`src/rtl/trm_pkg.sv`:
```
package trm_pkg;

    localparam int BLK_LSB      = 8;
    localparam int RAM_OFS_W    = 18;
    localparam int PER_OFS_W    = 24;
    localparam int RAM_MAX_CODE = 10;
    localparam int PER_MAX_CODE = 9;
    localparam int CODE_W       = 4;
    localparam int RW_W         = 2;
    localparam int SLOTS        = 2;
    localparam int SLOT_W       = 1;
    localparam int ADDR_W       = 32;

    typedef enum logic [RW_W-1:0] {
        RW_NONE = 2'b00,
        RW_RD   = 2'b01,
        RW_WR   = 2'b10,
        RW_BOTH = 2'b11
    } rw_sel_e;

    typedef struct packed {
        logic                  en;
        rw_sel_e               rw;
        logic [CODE_W-1:0]     code;
        logic [PER_OFS_W-1:0]  start;
    } region_cfg_t;

    function automatic int ofs_width(input logic is_per);
        return is_per ? PER_OFS_W : RAM_OFS_W;
    endfunction

    function automatic int max_code(input logic is_per);
        return is_per ? PER_MAX_CODE : RAM_MAX_CODE;
    endfunction

    // Aligned block compare: bits below the block size and above the
    // source's offset width take no part.
    function automatic logic block_match(
        input logic [PER_OFS_W-1:0] start,
        input logic [PER_OFS_W-1:0] ofs,
        input logic [CODE_W-1:0]    code,
        input logic                 is_per
    );
        logic m;
        int   lo;
        int   w;
        m  = 1'b1;
        lo = BLK_LSB + int'(code);
        w  = ofs_width(is_per);
        if (int'(code) > max_code(is_per)) begin
            m = 1'b0;
        end else begin
            for (int i = 0; i < PER_OFS_W; i++) begin
                if (i >= lo && i < w && start[i] != ofs[i]) m = 1'b0;
            end
        end
        return m;
    endfunction

    function automatic logic type_allowed(input rw_sel_e rw, input logic is_write);
        return is_write ? rw[1] : rw[0];
    endfunction

endpackage

```
`src/rtl/trm_region_bank.sv`:
```
module trm_region_bank
    import trm_pkg::*;
#(
    parameter int NUM_REG = 8,
    localparam int IDX_W  = (NUM_REG > 1) ? $clog2(NUM_REG) : 1
)(
    input  logic                       clk,
    input  logic                       rst,
    input  logic                       we,
    input  logic [IDX_W-1:0]           widx,
    input  region_cfg_t                wcfg,
    output region_cfg_t [NUM_REG-1:0]  cfg_q
);

    always_ff @(posedge clk) begin
        if (rst) begin
            for (int i = 0; i < NUM_REG; i++) cfg_q[i] <= '0;
        end else if (we && int'(widx) < NUM_REG) begin
            cfg_q[widx] <= wcfg;
        end
    end

    // no enabled region may survive a reset
    a_r1_reset_clears: assert property (@(posedge clk) rst |=> (cfg_q[0].en == 1'b0));

endmodule

```
`src/rtl/trm_region_cmp.sv`:
```
module trm_region_cmp
    import trm_pkg::*;
#(
    parameter logic IS_PER = 1'b0
)(
    input  logic                  clk,
    input  logic                  rst,
    input  region_cfg_t           cfg,
    input  logic [PER_OFS_W-1:0]  ofs,
    input  logic                  is_write,
    output logic                  match
);

    logic in_block;
    logic type_ok;

    always_comb begin
        in_block = block_match(cfg.start, ofs, cfg.code, IS_PER);
        type_ok  = type_allowed(cfg.rw, is_write);
        match    = cfg.en && in_block && type_ok;
    end

    // a disabled region never reports a match
    a_r8_disabled_quiet: assert property (@(posedge clk) disable iff (rst)
        !cfg.en |-> !match);

    // an oversize code never reports a match
    a_r7_code_limit: assert property (@(posedge clk) disable iff (rst)
        (int'(cfg.code) > max_code(IS_PER)) |-> !match);

    // access selection must permit the access type
    a_r9_type_gate: assert property (@(posedge clk) disable iff (rst)
        (is_write && !cfg.rw[1]) |-> !match);

endmodule

```
`src/rtl/trace_region_matcher.sv`:
```
module trace_region_matcher
    import trm_pkg::*;
#(
    parameter int                 NUM_SRC    = 4,
    parameter logic [NUM_SRC-1:0] SRC_IS_PER = 4'b1100,
    localparam int SRC_W   = (NUM_SRC > 1) ? $clog2(NUM_SRC) : 1,
    localparam int NUM_REG = NUM_SRC * SLOTS,
    localparam int IDX_W   = SRC_W + SLOT_W
)(
    input  logic                  clk,
    input  logic                  rst,
    input  logic                  trace_mode,
    input  logic                  ddm_write,
    input  logic                  cfg_we,
    input  logic [SRC_W-1:0]      cfg_src,
    input  logic                  cfg_slot,
    input  logic [PER_OFS_W-1:0]  cfg_start,
    input  logic [CODE_W-1:0]     cfg_size,
    input  logic                  cfg_en,
    input  logic [RW_W-1:0]       cfg_rw,
    input  logic                  acc_valid,
    input  logic [ADDR_W-1:0]     acc_addr,
    input  logic                  acc_write,
    input  logic [SRC_W-1:0]      acc_src,
    output logic                  trace_hit,
    output logic [SRC_W-1:0]      trace_fifo
);

    region_cfg_t                wcfg;
    region_cfg_t [NUM_REG-1:0]  regs;
    logic        [IDX_W-1:0]    widx;
    logic        [PER_OFS_W-1:0] acc_ofs;
    logic        [NUM_REG-1:0]  reg_match;
    logic        [NUM_SRC-1:0]  src_hit;
    logic                       mode_ok;
    logic                       hit_d;

    always_comb begin
        wcfg.en    = cfg_en;
        wcfg.rw    = rw_sel_e'(cfg_rw);
        wcfg.code  = cfg_size;
        wcfg.start = cfg_start;
        widx       = {cfg_src, cfg_slot};
        acc_ofs    = acc_addr[PER_OFS_W-1:0];
    end

    trm_region_bank #(.NUM_REG(NUM_REG)) u_bank (
        .clk   (clk),
        .rst   (rst),
        .we    (cfg_we),
        .widx  (widx),
        .wcfg  (wcfg),
        .cfg_q (regs)
    );

    for (genvar s = 0; s < NUM_SRC; s++) begin : g_src
        for (genvar r = 0; r < SLOTS; r++) begin : g_slot
            trm_region_cmp #(.IS_PER(SRC_IS_PER[s])) u_cmp (
                .clk      (clk),
                .rst      (rst),
                .cfg      (regs[s*SLOTS + r]),
                .ofs      (acc_ofs),
                .is_write (acc_write),
                .match    (reg_match[s*SLOTS + r])
            );
        end
        assign src_hit[s] = |reg_match[s*SLOTS +: SLOTS];
    end

    // Mode gate: trace mode passes both types, direct-data read passes
    // reads only, direct-data write passes nothing.
    always_comb begin
        if (trace_mode)     mode_ok = 1'b1;
        else if (ddm_write) mode_ok = 1'b0;
        else                mode_ok = !acc_write;
        hit_d = acc_valid && mode_ok && (int'(acc_src) < NUM_SRC) && src_hit[acc_src];
    end

    always_ff @(posedge clk) begin
        if (rst) begin
            trace_hit  <= 1'b0;
            trace_fifo <= '0;
        end else begin
            trace_hit  <= hit_d;
            trace_fifo <= acc_src;
        end
    end

    // idle cycles never produce a hit
    a_r14_idle_no_hit: assert property (@(posedge clk) disable iff (rst)
        !acc_valid |=> !trace_hit);

    // direct-data write mode keeps the matcher silent
    a_r12_ddm_write_silent: assert property (@(posedge clk) disable iff (rst)
        (!trace_mode && ddm_write) |=> !trace_hit);

    // direct-data read mode never traces writes
    a_r11_ddm_reads_only: assert property (@(posedge clk) disable iff (rst)
        (!trace_mode && acc_write) |=> !trace_hit);

    // the FIFO index follows the access source
    a_r3_fifo_follows_src: assert property (@(posedge clk) disable iff (rst)
        acc_valid |=> (!trace_hit || trace_fifo == $past(acc_src)));

endmodule

```
`config.mk`:
```
export PLATFORM = sky130hd
export DESIGN_NAME = trace_region_matcher
export DESIGN_NICKNAME = d
export VERILOG_FILES = /design/src/rtl/trm_pkg.sv /design/src/rtl/trm_region_bank.sv /design/src/rtl/trm_region_cmp.sv /design/src/rtl/trace_region_matcher.sv
export SDC_FILE = /design/constraint.sdc
export NUM_CORES = 1
export LEC_CHECK = 0
export ABC_CLOCK_PERIOD_IN_PS = 3840
export BUFFER_PORTS_ARGS = -buffer_cell sky130_fd_sc_hd__buf_2
export CORE_ASPECT_RATIO = 0.9
export CORE_MARGIN = 2
export CORE_UTILIZATION = 40
export CTS_CLUSTER_DIAMETER = 50
export DETAILED_ROUTE_END_ITERATION = 8
export MAX_ROUTING_LAYER = met4
export PLACE_DENSITY = 0.61
export SLEW_MARGIN = 40
export SYNTH_ARGS = -nofsm -noshare
export SYNTH_HDL_FRONTEND = slang
export SYNTH_SLANG_ARGS = --single-unit
```
`constraint.sdc`:
```
create_clock -name clk -period 3.84 [get_ports clk]
set_input_delay 0.96 -clock clk [delete_from_list [all_inputs] [get_ports clk]]
set_output_delay 0.96 -clock clk [all_outputs]
set_load 0.05 [all_outputs]
```
Word-level counts from Yosys, hierarchy flattened

Cells that the tools add are included.
Widths: inputs -> output; s select.

Flip-flop bits (word level): 251
Word-level logic and storage cells: 772

Add/sub/neg operators: 8
$lt $le $gt $ge: 179
Eq/ne operators: 168
Muxes and demuxes: 191
Reductions and logical operators: 192

Operators with widths:

| kind                | number |
|---|---|
| $ge 5x32->1 const A | 64 |
| $ge 6x32->1 const A | 40 |
| $ge 4x32->1 const A | 32 |
| $ge 3x32->1 const A | 16 |
| $ge 1x32->1 const A | 8 |
| $ge 2x32->1 const A | 8 |
| $bwmux 248          | 1 |
| $logic_and 1x1->1   | 187 |
| $mux 1              | 187 |
| $ne 1x1->1          | 168 |
| $demux 31 s3        | 1 |
| $add 4x4->5 const A | 8 |
| $gt 4x4->1 const B  | 8 |
| $mux 31             | 1 |
| $reduce_or 2->1     | 4 |
| $lt 3x4->1 const B  | 1 |
| $ge 3x1->1 const B  | 1 |
| $lt 2x3->1 const B  | 1 |
| $bmux 1 s2          | 1 |
| $logic_not 1->1     | 1 |

Longest topological paths before layout

Word-level depth: 34
Depth in mapped cells: 8
Gate-level depth less buffers: 7

By module

From an unflattened synthesis, not the netlist that was laid out.

Cells, all modules: 1195
Area, all modules: 12124.1 um2

By module, submodules not included:

| module                                         | instances | cells each | area an instance (um2) |
|---|---|---|---|
| trm_region_bank                                | 1         | 878        | 9704.3 |
| trm_region_cmp at g_src[2].g_slot[0].u_cmp ... | 3         | 47         | 352.8 |
| trm_region_cmp at g_src[0].g_slot[0].u_cmp ... | 4         | 30         | 224.0 |
| trm_region_cmp at g_src[3].g_slot[1].u_cmp     | 1         | 42         | 332.8 |
| trace_region_matcher                           | 1         | 14         | 132.6 |

Worst setup path after synthesis

OpenSTA, ideal clock, no wires.

Path type: input-to-reg
Start: in acc_addr[21]
End: reg trace_hit
Library setup time: 0.086 ns
Data arrival time: 2.387 ns
Required time: 3.754 ns
Setup slack: 1.367 ns
Stages on the path: 6
Cells stage by stage: clkbuf_1 -> xnor2_1 -> o2111ai_1 -> or3_1 -> a2111o_1 -> a221oi_2

Cells in the longest elaborated chain, start to end: 12
Elaborated cells between the ends (all ways): 37

RTL lines:

| element                          | line                       | RTL |
|---|---|---|
| start, declared                  | trace_region_matcher.sv:22 | `input logic [ADDR_W-1:0] acc_addr,` |
| $ne 1x1->1                       | trm_pkg.sv:54              | `if (i >= lo && i < w && start[i] != ofs[i]) m = 1'b0;` |
| $logic_and 1x1->1                | trm_pkg.sv:54              |  |
| $mux 1 (3 in a row)              | trm_pkg.sv:54              |  |
| $mux 1                           | trm_pkg.sv:50              | `if (int'(code) > max_code(is_per)) begin` |
| $logic_and 1x1->1 (2 in a row)   | trm_region_cmp.sv:20       | `match = cfg.en && in_block && type_ok;` |
| $reduce_or 2->1                  | trace_region_matcher.sv:67 | `assign src_hit[s] = \|reg_match[s*SLOTS +: SLOTS];` |
| $bmux 1 s2 (*)                   | trace_region_matcher.sv:76 | `hit_d = acc_valid && mode_ok && (int'(acc_src) < NUM_SRC) && src_hit[acc_src];` |
| $mux 1 (implied by the code) (*) | trace_region_matcher.sv:76 |  |
| $logic_and 1x1->1 (*)            | trace_region_matcher.sv:76 |  |
| end signal, assigned             | trace_region_matcher.sv:84 | `trace_hit <= hit_d;` |
| end, declared                    | trace_region_matcher.sv:25 | `output logic trace_hit,` |

Mark *: on every way between the ends. The rest lies on a longest branch, timed or not. The select of a mux whose other input is x is not followed.
A chain may end at the register's enable or synchronous reset.

Final worst setup path

Start: in acc_addr[14]
End: reg trace_hit

Cells in the longest elaborated chain, start to end: 19
Elaborated cells between the ends (all ways): 103

RTL lines:

| element                          | line |
|---|---|
| $ne 1x1->1                       | trm_pkg.sv:54 |
| $logic_and 1x1->1                | trm_pkg.sv:54 |
| $mux 1 (10 in a row)             | trm_pkg.sv:54 |
| $mux 1                           | trm_pkg.sv:50 |
| $logic_and 1x1->1 (2 in a row)   | trm_region_cmp.sv:20 |
| $reduce_or 2->1                  | trace_region_matcher.sv:67 |
| $bmux 1 s2 (*)                   | trace_region_matcher.sv:76 |
| $mux 1 (implied by the code) (*) | trace_region_matcher.sv:76 |
| $logic_and 1x1->1 (*)            | trace_region_matcher.sv:76 |

Marks and branches as above.

==> Implementation_results.wiki <==
{| class="wikitable"
! Metric !! Value
|-
| Status || complete, no violations
|-
| Syn Area/Cell || 7.38 um2
|-
| Worst setup path endpoint || trace_hit
|-
| Number of hold violations in the final report || 0
|-
| Arrival time worst endpoint || 2.87 ns
|-
| Clock skew || 0.00930 ns
|-
| Max stage delay cell, worst path || a2111oi_0
|-
| Height of the die || 136 um
|-
| Minimum clock period || 2.53 ns
|-
| Buffers & Inverters on Critical Path || 1
|-
| Total power divided by cell area || 458 nW/um2
|-
| Critical Path Start || acc_addr[14]
|-
| Cell variety after synth || 46
|-
| Longest Clk Path Bufs || 2
|-
| Largest net degree at the start of global routing || 94
|-
| Worst-case reg-to-reg path depth || 7
|-
| Final Net Count || 1110
|-
| R2R setup slack || 1.82 ns
|-
| Area growth syn-to-layout || 11.9%
|-
| RR Endpoint || trace_hit
|-
| Register clock-pin slew on the reported worst setup and hold paths || 0.06 ns
|-
| Via count of the first global-routing pass || 6319
|-
| Total nets after synthesis || 1130
|-
| Worst hold path depth || 2
|-
| Static leakage || 2.92 nW
|-
| Upper clock frequency limit || 395 MHz
|-
| Antenna violations before repair || 0
|-
| Crit Path Category || input pin to register
|-
| Placer's final routability congestion estimate || 0.873
|-
| Critical path cell sequence || buf_2, xor2_1, a211oi_1, o22a_1, a21oi_1, a2111oi_0, nor2_1, a221oi_2
|-
| Dominant register cell in the synthesized netlist || dfxtp_1
|-
| Post-CTS setup-driven buffer insertion count || 0
|-
| Post-route antenna net violation count || 0
|-
| H-tree depth || 4
|-
| DRC || 0
|-
| Worst-case headroom to the max-slew limit || 0.499
|-
| Count of final max-slew check failures || 0
|-
| Mapped cell area || 7780 um2
|-
| Number of core rows || 48
|-
| Number of buffers created by CTS || 17
|-
| Maximum Capacitance Violations || 0
|-
| #FFs+latches synth || 163
|-
| First-pass GRT wire length || 36100 um
|-
| Skew-Pair Late Insertion Delay || 0.43 ns
|-
| Sequential share of the synthesized area || 0.419
|-
| Total congestion overflow after global routing || 0
|-
| Count of antenna diodes in the layout || 0
|-
| Largest delay contributor family on the critical path || compound AO/OA/AOI/OAI gates
|-
| Slowest cell delay on critical path || 0.56 ns
|-
| Share of layout cells above drive strength 1 || 0.103
|-
| Initial detailed-routing violation count || 523
|-
| CP Data Required Time || 4.18 ns
|-
| Clock tree from TritonCTS || done
|-
| Global-route usage over all layers || 0.243
|-
| Yosys Warn Count || 0
|-
| Worst min-delay path class || register to register
|-
| Clock sinks || 163
|-
| Initial standard-cell utilization of the core || 0.407
|-
| Quantity of I/O buffers inserted on ports || 53
|-
| Average wire length per cell after detail routing || 18.1 um
|-
| Area of the die || 20600 um2
|-
| Half-perimeter wire length after detailed placement || 14800 um
|-
| Setup Total Neg Slack || 0 ns
|-
| CORE AREA || 19100 um2
|-
| Number of cells on the critical path || 8
|-
| Startpoint class of the critical path || input pin
|-
| Sort of element at the end of the critical path || register
|-
| Die width || 151 um
|-
| Transition at the pin with the smallest max-transition slack || 0.752 ns
|-
| I/O pin count || 78
|-
| Startpoint of the worst-slack reg-to-reg timing path || u_bank.cfg_q[180]
|-
| Number of buffers added to fix hold violations after cts || 0
|-
| Critical path fanouts, max || 8
|-
| Total wire length || 23500 um
|-
| Maximum vdd drop || 0.000307 V
|-
| Quantity of gates resized following cts || 0
|-
| Post-synth EDFFs || 0
|-
| Fraction of the cycle the final worst path needs || 0.659
|-
| Hold Path Origin || u_bank.cfg_q[215]
|-
| RSZ-0062 raised after global routing || no
|-
| DR vias || 6925
|-
| Number of vias per cell || 5.34
|-
| Share of synthesized flip-flops with an asynchronous set or reset || 0
|-
| Setup violations, final || 0
|-
| Worst hold slack || 0.448 ns
|-
| Number of instances in the synthesized netlist || 1055
|-
| Root cell of the clock tree || clkbuf_16
|-
| First-pass iteration count of the detailed router || 5
|}
[worst reg2reg max path: stages, from the launching register on]
cell and delay (ns):
dfxtp_1 0.43, nand2_1 0.11, a211oi_1 0.23, o22a_1 0.19, a21oi_1 0.06, a2111oi_0 0.56
nor2_1 0.14, a221oi_2 0.23
[Yosys cell counts, types with 3 or more instances]
cell	count	area share
nor2_1	26	0.013
o211ai_1	6	0.0058
clkbuf_1	71	0.034
o21a_1	4	0.0039
nor3_1	6	0.0039
nand2b_1	7	0.0056
nand3_1	12	0.0077
xor2_1	44	0.050
mux2_2	4	0.0058
xnor2_1	59	0.066
nand4_1	9	0.0072
buf_2	10	0.0064
nand2_1	341	0.16
a21oi_1	192	0.12
a211oi_1	7	0.0068
clkbuf_2	18	0.012
o21ai_0	24	0.015
a22oi_1	5	0.0048
inv_1	7	0.0034
dfxtp_1	163	0.42
a31oi_1	3	0.0024
nor2b_1	7	0.0056
[worst min path at each step]
stage,endpoint,slack (ns)
2_1_floorplan,u_bank.cfg_q[215],0.43
3_3_place_gp,u_bank.cfg_q[215],0.44
3_5_place_dp,u_bank.cfg_q[215],0.44
4_1_cts,u_bank.cfg_q[215],0.45
5_1_grt,u_bank.cfg_q[215],0.47
6_report,u_bank.cfg_q[215],0.45
[state kept, by name, summed over array words and instances, names as in the netlist]
register,cells
trace_hit,1
trace_fifo,2
u_bank.cfg_q,160
[final cells by class]
type / count / area, um2
tap: 250 / 313
inverter: 7 / 26.3
multi-input combinational: 784 / 4120
fill: 1970 / 10400
clock inverter: 11 / 175
clock buffer: 21 / 470
sequential: 163 / 3260
timing repair buffer: 62 / 339
[placed cells by master, fill, tap and decap left out, types with 2 or more instances in the layout]
cell type,count
nand2_1,340
a21oi_1,192
dfxtp_1,163
xnor2_1,59
buf_2,52
xor2_1,44
o21ai_0,24
nor2_1,23
clkbuf_16,17
nand3_1,10
nand4_1,9
buf_4,9
nand2b_1,7
nor2b_1,7
a211oi_1,7
inv_1,7
o211ai_1,6
a22oi_1,5
clkinvlp_4,5
o21a_1,4
nor3_1,4
mux2_2,4
bufinv_16,4
a31oi_1,3
clkbuf_8,3
nor2_2,2
nor2_4,2
nand3_2,2
a311oi_1,2
o31ai_1,2
a2111oi_0,2
o2111ai_1,2
or3_1,2
a32o_1,2
[metal layers]
layer,global-route usage,part of all wire
met2,0.353,0.44
met3,0.0416,0.061
met4,0.0763,0.020
met1,0.343,0.48
met5,-,0
[power by group]
group / switching [mW] / total [mW] / leakage [nW] / internal (mW)
registers: 0.0291 / 1.76 / 1.32 / 1.73
clock network: 0.722 / 1.87 / 0.298 / 1.14
logic: 0.246 / 0.363 / 1.30 / 0.117
[logic make-up after synthesis]
kind of cell | synth area share
buf+inv | 0.0576
simple gates | 0.211
flops | 0.419
fa+ha+maj | 0.00129
mux | 0.00707
xor+xnor | 0.118
compound gates | 0.186
[metrics by stage]
| step | util | setup slack (ns) | cells | instance area (um2) | total power [mW] |
|---|---|---|---|---|---|
| detailed placement | 0.422 | 0.945 | 1266 | 8060 | 2.15 |
| floorplan | - | 1.37 | 1055 | 7780 | 2.03 |
| finish | 0.456 | 1.31 | 1298 | 8700 | 3.99 |
| global route | 0.456 | 1.21 | 1298 | 8700 | 4.10 |
| CTS | 0.456 | 1.37 | 1298 | 8700 | 4.00 |
| global placement | 0.420 | 0.935 | 1266 | 8030 | 2.15 |
No activity file was read; power rests on OpenSTA's default activity.
